## src/rtl/atten_pkg.sv

```systemverilog
package atten_pkg;

    localparam int CODE_W = 5;
    localparam int WORD_W = CODE_W + 1;

    typedef logic [CODE_W-1:0] code_t;
    typedef logic [WORD_W-1:0] word_t;

    localparam code_t CODE_REF = '0;
    localparam code_t CODE_MSB = code_t'(1) << (CODE_W - 1);

    // all control pins, grouped for the synchronizer
    typedef struct packed {
        logic  ser_mode;
        code_t par;
        logic  sdata;
        logic  sclk;
        logic  le;
        logic  pup;
    } pins_t;

    localparam int PINS_W = $bits(pins_t);

    // initial code chosen from the pin levels held during reset
    function automatic code_t pwrup_code(input logic ser_mode, input logic le,
                                         input logic pup, input code_t par);
        if (ser_mode || le)
            return par;
        return pup ? CODE_MSB : CODE_REF;
    endfunction

endpackage

```

## src/rtl/atten_sync.sv

```systemverilog
module atten_sync #(
    parameter int W      = 8,
    parameter int STAGES = 2
) (
    input  logic         clk,
    input  logic         rst,
    input  logic [W-1:0] d,
    output logic [W-1:0] q
);
    logic [W-1:0] stage [STAGES];

    generate
        for (genvar i = 0; i < STAGES; i++) begin : g_stage
            if (i == 0) begin : g_first
                always_ff @(posedge clk) begin
                    // during reset, preload pin levels so no false edge follows
                    if (rst) stage[0] <= d;
                    else     stage[0] <= d;
                end
            end else begin : g_next
                always_ff @(posedge clk) begin
                    if (rst) stage[i] <= d;
                    else     stage[i] <= stage[i-1];
                end
            end
        end
    endgenerate

    assign q = stage[STAGES-1];
endmodule

```

## src/rtl/atten_shreg.sv

```systemverilog
module atten_shreg
    import atten_pkg::*;
(
    input  logic  clk,
    input  logic  rst,
    input  logic  sclk_s,
    input  logic  sdata_s,
    output word_t word_o
);
    logic  sclk_d;
    logic  rise;
    word_t sh_q;

    assign rise = sclk_s & ~sclk_d;

    always_ff @(posedge clk) begin
        if (rst) begin
            sclk_d <= sclk_s;
            sh_q   <= '0;
        end else begin
            sclk_d <= sclk_s;
            if (rise)
                sh_q <= {sh_q[WORD_W-2:0], sdata_s};
        end
    end

    assign word_o = sh_q;

    // register only moves on a serial clock rise
    AST_SHIFT_ONLY_ON_RISE: assert property (@(posedge clk) disable iff (rst)
        !rise |=> $stable(sh_q));

    // a rise needs the synchronized clock to have been low the cycle before
    AST_RISE_FROM_LOW: assert property (@(posedge clk) disable iff (rst)
        rise |-> !$past(sclk_s));
endmodule

```

## src/rtl/atten_core.sv

```systemverilog
module atten_core
    import atten_pkg::*;
(
    input  logic  clk,
    input  logic  rst,
    // raw pins, used only while reset is high
    input  logic  ser_mode_r,
    input  logic  le_r,
    input  logic  pup_r,
    input  code_t par_r,
    // synchronized pins
    input  logic  ser_mode_s,
    input  logic  le_s,
    input  code_t par_s,
    input  word_t word_i,
    output code_t atten_o,
    output logic  start_err_o
);
    code_t atten_q;
    logic  le_d;
    logic  le_fall;
    logic  start_bad;
    logic  err_q;

    assign le_fall   = le_d & ~le_s;
    assign start_bad = word_i[WORD_W-1];

    always_ff @(posedge clk) begin
        if (rst) begin
            atten_q <= pwrup_code(ser_mode_r, le_r, pup_r, par_r);
            le_d    <= le_r;
            err_q   <= 1'b0;
        end else begin
            le_d  <= le_s;
            err_q <= ser_mode_s & le_fall & start_bad;
            if (le_s) begin
                if (!ser_mode_s)
                    atten_q <= par_s;
                else if (!start_bad)
                    atten_q <= word_i[CODE_W-1:0];
            end
        end
    end

    assign atten_o     = atten_q;
    assign start_err_o = err_q;

    AST_HOLD_WHEN_CLOSED: assert property (@(posedge clk) disable iff (rst)
        !le_s |=> $stable(atten_q));

    AST_DIRECT_FOLLOW: assert property (@(posedge clk) disable iff (rst)
        (!ser_mode_s && le_s) |=> (atten_q == $past(par_s)));

    AST_BAD_START_KEEPS: assert property (@(posedge clk) disable iff (rst)
        (ser_mode_s && start_bad) |=> $stable(atten_q));

    AST_ERR_SINGLE: assert property (@(posedge clk) disable iff (rst)
        err_q |=> !err_q);

    AST_PWRUP_8DB: assert property (@(posedge clk)
        (rst && !ser_mode_r && !le_r && pup_r) |=> (atten_q == CODE_MSB));

    AST_PWRUP_REF: assert property (@(posedge clk)
        (rst && !ser_mode_r && !le_r && !pup_r) |=> (atten_q == CODE_REF));
endmodule

```

## src/rtl/step_atten_ctrl.sv

```systemverilog
module step_atten_ctrl
    import atten_pkg::*;
#(
    parameter int SYNC_STAGES = 2
) (
    input  logic              clk,
    input  logic              rst,
    input  logic              ser_mode_i,
    input  logic [CODE_W-1:0] par_code_i,
    input  logic              sdata_i,
    input  logic              sclk_i,
    input  logic              latch_en_i,
    input  logic              pwrup_sel_i,
    output logic [CODE_W-1:0] atten_o,
    output logic              start_err_o
);
    pins_t raw;
    pins_t syn;
    word_t word;

    assign raw = '{ser_mode: ser_mode_i, par: par_code_i, sdata: sdata_i,
                   sclk: sclk_i, le: latch_en_i, pup: pwrup_sel_i};

    atten_sync #(.W(PINS_W), .STAGES(SYNC_STAGES)) u_sync (
        .clk (clk),
        .rst (rst),
        .d   (raw),
        .q   (syn)
    );

    atten_shreg u_shreg (
        .clk     (clk),
        .rst     (rst),
        .sclk_s  (syn.sclk),
        .sdata_s (syn.sdata),
        .word_o  (word)
    );

    atten_core u_core (
        .clk         (clk),
        .rst         (rst),
        .ser_mode_r  (raw.ser_mode),
        .le_r        (raw.le),
        .pup_r       (raw.pup),
        .par_r       (raw.par),
        .ser_mode_s  (syn.ser_mode),
        .le_s        (syn.le),
        .par_s       (syn.par),
        .word_i      (word),
        .atten_o     (atten_o),
        .start_err_o (start_err_o)
    );

    // the select pin is never read at the edge level; unused pup after reset
    AST_SERIAL_IGNORES_PAR: assert property (@(posedge clk) disable iff (rst)
        (syn.ser_mode && !$stable(syn.par) && $stable(word)) |=> $stable(atten_o));
endmodule

```

## config.mk

```make
export PLATFORM = sky130hd
export DESIGN_NAME = step_atten_ctrl
export DESIGN_NICKNAME = d
export VERILOG_FILES = /design/src/rtl/atten_pkg.sv /design/src/rtl/atten_sync.sv /design/src/rtl/atten_shreg.sv /design/src/rtl/atten_core.sv /design/src/rtl/step_atten_ctrl.sv
export SDC_FILE = /design/constraint.sdc
export NUM_CORES = 1
export LEC_CHECK = 0
export BUFFER_PORTS_ARGS = -buffer_cell sky130_fd_sc_hd__buf_2
export CAP_MARGIN = 10
export CORE_MARGIN = 2
export CORE_UTILIZATION = 43
export CTS_CLUSTER_DIAMETER = 60
export DETAILED_ROUTE_END_ITERATION = 8
export GPL_ROUTABILITY_DRIVEN = 1
export GPL_TIMING_DRIVEN = 0
export SYNTH_ARGS = -nofsm -noshare
export SYNTH_HDL_FRONTEND = slang
export SYNTH_SLANG_ARGS = --single-unit
```

## constraint.sdc

```tcl
create_clock -name clk -period 1.4 [get_ports clk]
set_clock_uncertainty 0.15 [all_clocks]
set_input_delay 0.14 -clock clk [delete_from_list [all_inputs] [get_ports clk]]
set_output_delay 0.14 -clock clk [all_outputs]
set_load 0.01 [all_outputs]
```

Word level (Yosys, flattened, before mapping)
Memories as Yosys holds them, arrays and structs flattened. Cells that the tools add are included.

Input port bits: 12. Word-level logic and storage cells: 33. Bits in writable memories: 20. Output and inout port bits: 6. Register bits after elaboration: 14. Memories kept: 1.

Multiplexer cells: 15. Equal/unequal tests: 1. Bitwise logic cells: 8. Reduce and logical (&&, ||, !) cells: 3.

Memory list: u_sync.stage (depth 2, bits a word 10, read ports 2, clocked after Yosys merged registers in 0, write ports 2, RTL line atten_sync.sv:10) `logic [W-1:0] stage [STAGES];`.

Operators by type and width (number): $mux W5 (7); $mux W10 (2); $mux W1 (6); $and A1 B1 Y1 (4); $ne A3 B3 Y1 const B (1); $not A1 Y1 (2); $or A1 B1 Y1 (2); $reduce_and A2 Y1 (1); $reduce_bool A2 Y1 (1); $logic_or A1 B1 Y1 (1).

Depth between registers and ports, before layout
Gate-level depths: netlist of the first run.

Depth in word-level cells: 5. Depth in mapped cells: 4. Gate-level depth less buffers: 3.

Hierarchy
A second synthesis of the first run with hierarchy kept.

Cell total of the unflattened synthesis: 84. Area total of the unflattened synthesis: 1219.9 sq um.

By module, submodules not included: atten_sync (instances 1, cells an instance 31, sequential area each 400.4 sq um, area an instance 561.8 sq um); atten_core (instances 1, cells an instance 31, sequential area each 190.2 sq um, area an instance 397.9 sq um); atten_shreg (instances 1, cells an instance 22, sequential area each 140.1 sq um, area an instance 260.2 sq um).

Worst setup path after synthesis of the first run
OpenSTA, ideal clock, no wires.

Path type: flip-flop to flip-flop. From: memory u_sync.stage[1][9] (netlist bit). To: register u_core.atten_q[0] (netlist: u_core.atten_o[0]) (enable). Setup slack: 0.228 ns. Data arrival time: 0.711 ns. Period minus slack after synthesis: 1.172 ns. Library setup time: 0.310 ns. Path buffers: 1. Required time: 0.940 ns. Cell stages (with the launch flop): 4. Cells stage by stage: dfxtp_1 > buf_4 > nand2_1 > a21o_1.

RTL lines: from (decl) (RTL line atten_sync.sv:10); to (signal assigned) (RTL line atten_core.sv:30) `atten_q <= pwrup_code(ser_mode_r, le_r, pup_r, par_r);`; to (signal assigned) (RTL line atten_core.sv:38) `atten_q <= par_s;`; to (signal assigned) (RTL line atten_core.sv:40) `atten_q <= word_i[CODE_W-1:0];`; to (decl) (RTL line atten_core.sv:19) `code_t atten_q;`.

Final worst setup path of the first run
From: input ser_mode_i. To: register u_core.atten_q[4] (netlist: u_core.atten_o[4]) (data pin).

Longest elaborated chain between the ends: 5.

RTL lines: from (decl) (RTL line step_atten_ctrl.sv:8) `input logic ser_mode_i,`; $logic_or A1 B1 Y1 (RTL line atten_pkg.sv:27) `if (ser_mode || le)`; $mux W1 (RTL line atten_pkg.sv:27); $mux W1 (RTL line atten_core.sv:29) `if (rst) begin`; $mux W5 (RTL line atten_pkg.sv:29) `return pup ? CODE_MSB : CODE_REF;`; $mux W5 (RTL line atten_core.sv:29).

No other way between the ends. The select of a mux whose other input is x is not followed. A chain may end at the register's enable or synchronous reset.

==> summary.txt, run 1 <==
Synth
  – Synth top area share: 0.512
  – Syn_nets: 105
  – Ys async rst share: 0
  – Synth Flop Type: dfxtp_1
  – Synth top area cells: dfxtp_1 (51%), edfxtp_1 (14%), nand2_1 (6.4%)
  – YS warnings: 0
  – Mean Syn Cell Area: 11.4 µm²
  – Leading area contributor after synthesis: dfxtp_1
  – Most frequent cell after synthesis: dfxtp_1
  – Post-synthesis cell type count: 19
  – Cells after Synth: 93
  – FF+latch count, synth: 32
  – Seq/Total Area, Yosys: 0.654
  – Synth Cell Area: 0.00106 mm²
  – Number of flops mapped to enable cells by yosys: 5
  – Synth cell count leaders: dfxtp_1 (27), nand2_1 (18), a21oi_1 (7)

Global route
  – Initial antenna violation count: 0
  – First-pass GRT wire length: 3170 µm
  – Gr usage total: 0.168
  – Pin count of the biggest net entering global routing: 11
  – Vias in the first global route: 736
  – Overflow after GRT: 0

Finish
  – # fillers: 196
  – Share of layout cells above drive strength 1: 0.262
  – Final Util: 0.595
  – Post-route cell area: 0.00136 mm²
  – Area of the multi-input gates: 314 µm²
  – Synth-to-Final Area Change: 28.3%
  – Nets: 141
  – # diodes: 0
  – Register area: 691 µm²

Run status
  – Outcome: finished clean

Power and ir drop
  – Reg power frac: 0.589
  – Power Density: 1270 mW/mm²
  – Clock power frac: 0.312
  – Comb power frac: 0.100
  – Psw: 389 µW
  – Leak Pwr: 0.000585 µW
  – Int Pwr: 1330 µW
  – Switching share of total power: 0.226
  – VDD IR-drop max: 0.846 mV

Worst setup path
  – CP Max Fanout: 3
  – Critical Path Start Type: input port
  – Crit end category: register
  – CP arrival: 1.23 ns
  – CP Class: in -> reg
  – Critical Path RT: 1.33 ns

STA
  – Slew margin rel.: 0.845
  – Worst hold slack: 0.0461 ns
  – Fmax: 0.769 GHz
  – Max Transition Viols Final: 0
  – Endpoints failing setup: 0
  – Hold Fails Final Rpt: 0
  – Final TNS setup: 0 ns
  – RSZ-0062 raised after global routing: no
  – Final min period: 1.30 ns
  – Final worst-path setup slack: 0.100 ns
  – Worst-Margin Slew: 0.232 ns
  – Final Cycle Share: 0.928

Place
  – Port bufs: 16
  – Placed cell area: 0.00117 mm²
  – Pre-CTS WS: 0.132 ns
  – RePlAce Congestion: 0.710
  – Dpl hpwl: 1250 µm

Die
  – Starting Density: 0.464
  – Row count: 17
  – Chip height: 53.6 µm
  – Core footprint: 0.00228 mm²
  – Die area: 0.00287 mm²
  – Die extent in x: 53.6 µm
  – Ports: 18

Drt
  – Final wirelength: 2000 µm
  – Post-route ant nets: 0
  – First-pass DRT Iterations: 4
  – WL/cell: 12.6 µm
  – DRC: 0
  – Vias post-DR: 759
  – DRT iter0 DRCs: 19
  – Drt via density: 4.80

Clock tree
  – Root buf cell: clkbuf_4
  – Longest Clk Path Bufs: 2
  – Clk_lat worst skew: 0.33 ns
  – Clk slew on worst S/H paths: 0.09 ns
  – Resized cells post-CTS: 0
  – H-Tree Depth: 2
  – CTS Sinks: 32
  – Num CTS Buffers: 5
  – CTS tree: done

Worst hold path
  – Hold Path Class: in -> reg

Job
  – Max Cap Viol: 0
## per-layer routing
| layer | wire length (µm) | vias up | GRT usage |
|---|---|---|---|
| li1 | - | 383 | - |
| met1 | 866 | 344 | 0.181 |
| met2 | 958 | 24 | 0.270 |
| met3 | 102 | 8 | 0.0583 |
| met4 | 68 | 0 | 0.128 |
| met5 | 0 | - | 0 |
## final timing paths
kind,startpoint,to,slack [ns],cells after the start
max,ser_mode_i,u_core.atten_o[4],0.10,5
min,pwrup_sel_i,u_core.atten_o[4],0.05,3
max reg2reg,u_sync.stage[1][9],u_core.atten_o[3],0.10,3
min reg2reg,u_sync.stage[1][2],u_shreg.sclk_d,0.22,0
## critical path, cell delays in order
cell,delay [ns]
dlygate4sd3_1,0.53
buf_2,0.15
nor2_4,0.13
mux2i_1,0.21
a21oi_1,0.08
## power groups by stage
stage	logic, µW	registers (µW)	clock network (µW)
after floorplan	80.3	1040	0
after global placement	138	1030	0
after detailed placement	142	1030	0
after CTS	165	1010	553
after global routing	189	1020	599
final	171	1010	536
## flip-flops by register name, indices dropped and copies added (netlist names)
register,cells
u_core.atten_o,5
u_core.le_d,1
u_core.start_err_o,1
u_shreg.sclk_d,1
u_shreg.word_o,6
u_sync.stage,18
## logic make-up (layout without fill, tap and decap cells)
group	count (synthesis)	count (layout)	share of synthesized area
DFF	32	32	0.654
and+or+nand+nor	23	23	0.108
AOI/OAI and AO/OA	19	19	0.0995
buffers and inverters	10	47	0.0486
muxes	9	9	0.0900
## through the flow
| stage | total power, µW | instances |
|---|---|---|
| after floorplan | 1120 | 93 |
| after global placement | 1170 | 137 |
| after detailed placement | 1180 | 137 |
| after CTS | 1730 | 155 |
| after global routing | 1810 | 158 |
| final | 1720 | 158 |
## repair_timing
| action | in CTS | in global routing |
|---|---|---|
| hold buffers | 10 | 1 |
| hold endpoints to repair | 20 | 2 |
| setup endpoints to repair | 0 | 1 |
| setup buffers | 0 | 2 |
## cell type report
cell class	instances	area share
flip-flops and latches	32	0.510
multi-input cells	51	0.232
repair buffers	29	0.151
clock buffers	8	0.0434
well taps	28	0.0259
plain buffers	4	0.0212
inverters	6	0.0166
## cell usage in the layout, fill, tap and decap left out, types with 2 or more instances in the layout
cell type / instances
dlygate4sd3_1: 11
clkbuf_4: 5
mux2_2: 4
clkbuf_1: 2
edfxtp_1: 5
o21ai_0: 6
o22ai_1: 4
a21oi_1: 7
inv_1: 6
buf_2: 18
dfxtp_1: 27
buf_4: 3
nand2_1: 18
mux2i_1: 5
(Power assumes the default switching activity.)
==> run 2, diff against run 1 <==
Settings changed: PLACE_DENSITY from default to 0.74.
==> run 2 against run 1 <==
Net effect: critical path depth decreased by 1; total power decreased by 0.21%; first-iteration DRC count increased by 16%; critical path type unchanged; sequential share of layout area increased by 0.57 points; die area unchanged; clock power about the same; sequential power about the same.
==> summary.txt, run 2 (synthesis gave the netlist of run 1 again) <==
Drt
  – WL/cell: 13.3 µm (+5.2%)
  – DRC: 0 (unchanged)
  – Post-route ant nets: 0 (unchanged)
  – Vias post-DR: 765 (+0.79%)
  – Final wirelength: 2070 µm (+3.9%)
  – Drt via density: 4.90 (+2.1%)
  – First-pass DRT Iterations: 2 (-2)
  – DRT iter0 DRCs: 22 (+3)

Clock tree
  – CTS tree: done
  – H-Tree Depth: 2 (unchanged)
  – Num CTS Buffers: 5 (unchanged)
  – Longest Clk Path Bufs: 2 (unchanged)
  – CTS Sinks: 32 (unchanged)
  – Clk slew on worst S/H paths: 0.09 ns (about the same)
  – Clk_lat worst skew: 0.33 ns (about the same)
  – Root buf cell: clkbuf_4

STA
  – RSZ-0062 raised after global routing: no
  – Worst-Margin Slew: 0.229 ns (-0.00315 ns)
  – Max Transition Viols Final: 0 (unchanged)
  – Final TNS setup: 0 ns (unchanged)
  – Slew margin rel.: 0.847 (+0.00210)
  – Fmax: 0.762 GHz (-0.96%)
  – Final min period: 1.31 ns (+0.0125 ns)
  – Final Cycle Share: 0.937 (+0.00895)
  – Endpoints failing setup: 0 (unchanged)
  – Hold Fails Final Rpt: 0 (unchanged)

Finish
  – # diodes: 0 (unchanged)
  – Most common cell after layout, fill and taps aside: dfxtp_1
  – Nets: 139 (-1.4%)
  – Final Util: 0.589 (-0.00660)
  – Share of layout cells above drive strength 1: 0.273 (+0.0119)
  – Most frequent cells in the layout: dfxtp_1 (27), nand2_1 (18), buf_2 (18)
  – Biggest register: u_sync.stage
  – Max reg flops: 18 (unchanged)
  – Synth-to-Final Area Change: 26.9%
  – Post-route cell area: 0.00134 mm² (-1.1%)

Die
  – Core footprint: 0.00228 mm² (unchanged)
  – Row count: 17 (unchanged)
  – Starting Density: 0.464 (unchanged)
  – Die extent in x: 53.6 µm (unchanged)
  – Die area: 0.00287 mm² (unchanged)
  – Ports: 18 (unchanged)
  – Chip height: 53.6 µm (unchanged)

Power and ir drop
  – Leak Pwr: 0.000581 µW (-0.66%)
  – VDD IR-drop max: 0.938 mV (+11%)
  – Power Density: 1280 mW/mm² (+0.90%)

Worst hold path
  – Hold Path Class: in -> reg

Run status
  – Outcome: finished clean

Worst setup path
  – Critical Path RT: 1.32 ns (about the same)
  – CP Max Fanout: 10 (+7)
  – CP Class: in -> reg
  – Critical Path Start Type: input port
  – Crit end category: register
  – CP arrival: 1.24 ns (about the same)

Global route
  – First-pass GRT wire length: 3220 µm (+1.7%)
  – Overflow after GRT: 0 (unchanged)
  – Initial antenna violation count: 0 (unchanged)
  – Gr usage total: 0.173 (+0.00501)
  – Vias in the first global route: 737 (+0.14%)
  – Pin count of the biggest net entering global routing: 11 (unchanged)

Place
  – Dpl hpwl: 1280 µm (+2.7%)
  – Port bufs: 16 (unchanged)
  – Placed cell area: 0.00117 mm² (unchanged)
  – RePlAce Congestion: 0.760 (+7.0%)

Job
  – Max Cap Viol: 0 (unchanged)
[run 2: cell type report]
class	count	area (µm²)
Clock buffer	6	51.3
Inverter	6	22.5
Multi-Input combinational cell	51	314
Fill cell	202	936
Sequential cell	32	691
Buffer	4	28.8
Timing Repair Buffer	27	188
Tap cell	28	35.0
Clock inverter	2	10.0
[run 2: final timing paths]
| check | to | slack, ns | startpoint | cells past startpoint |
|---|---|---|---|---|
| worst max-delay path | u_core.atten_o[3] | 0.09 | rst | 4 |
| worst min-delay path | u_core.atten_o[4] | 0.17 | pwrup_sel_i | 3 |
| worst max register to register | u_core.atten_o[4] | 0.12 | u_sync.stage[1][9] | 4 |
| worst min register to register | u_shreg.sclk_d | 0.22 | u_sync.stage[1][2] | 0 |
[run 2: what timing repair did]
action / CTS / global route
gates resized for setup: 0 / 0
endpoints found under the hold margin: 20 / 0
endpoints found under the setup margin: 0 / 1
buffers inserted: 0 / 1
hold buffers: 10 / 0
[run 2: power breakdown]
group / switching (µW) / internal [µW]
combinational: 85.4 / 84.7
sequential: 18.4 / 994
clock: 294 / 238
[run 2: per-stage QoR]
stage	hold WS (ns)	worst slack, ns	power [µW]	cells
2_1_floorplan	0.0177	0.228	1120	93
3_3_place_gp	0.105	0.173	1170	137
3_5_place_dp	0.108	0.151	1180	137
4_1_cts	0.143	0.0327	1730	155
5_1_grt	0.165	0.0211	1790	156
6_report	0.165	0.0877	1720	156
[run 2: worst max-delay path, stage by stage]
cell,delay (ns)
dlygate4sd3_1,0.58
buf_6,0.16
buf_2,0.23
o22ai_1,0.12
[run 2: metal layers]
| metal | vias to the layer above | track usage | share of wire | wire length, µm |
|---|---|---|---|---|
| met5 | - | 0 | 0 | 0 |
| met4 | 0 | 0.0897 | 0.026 | 54 |
| met3 | 8 | 0.0917 | 0.037 | 77 |
| met2 | 17 | 0.305 | 0.53 | 1100 |
| met1 | 359 | 0.160 | 0.41 | 842 |
| li1 | 381 | - | - | - |
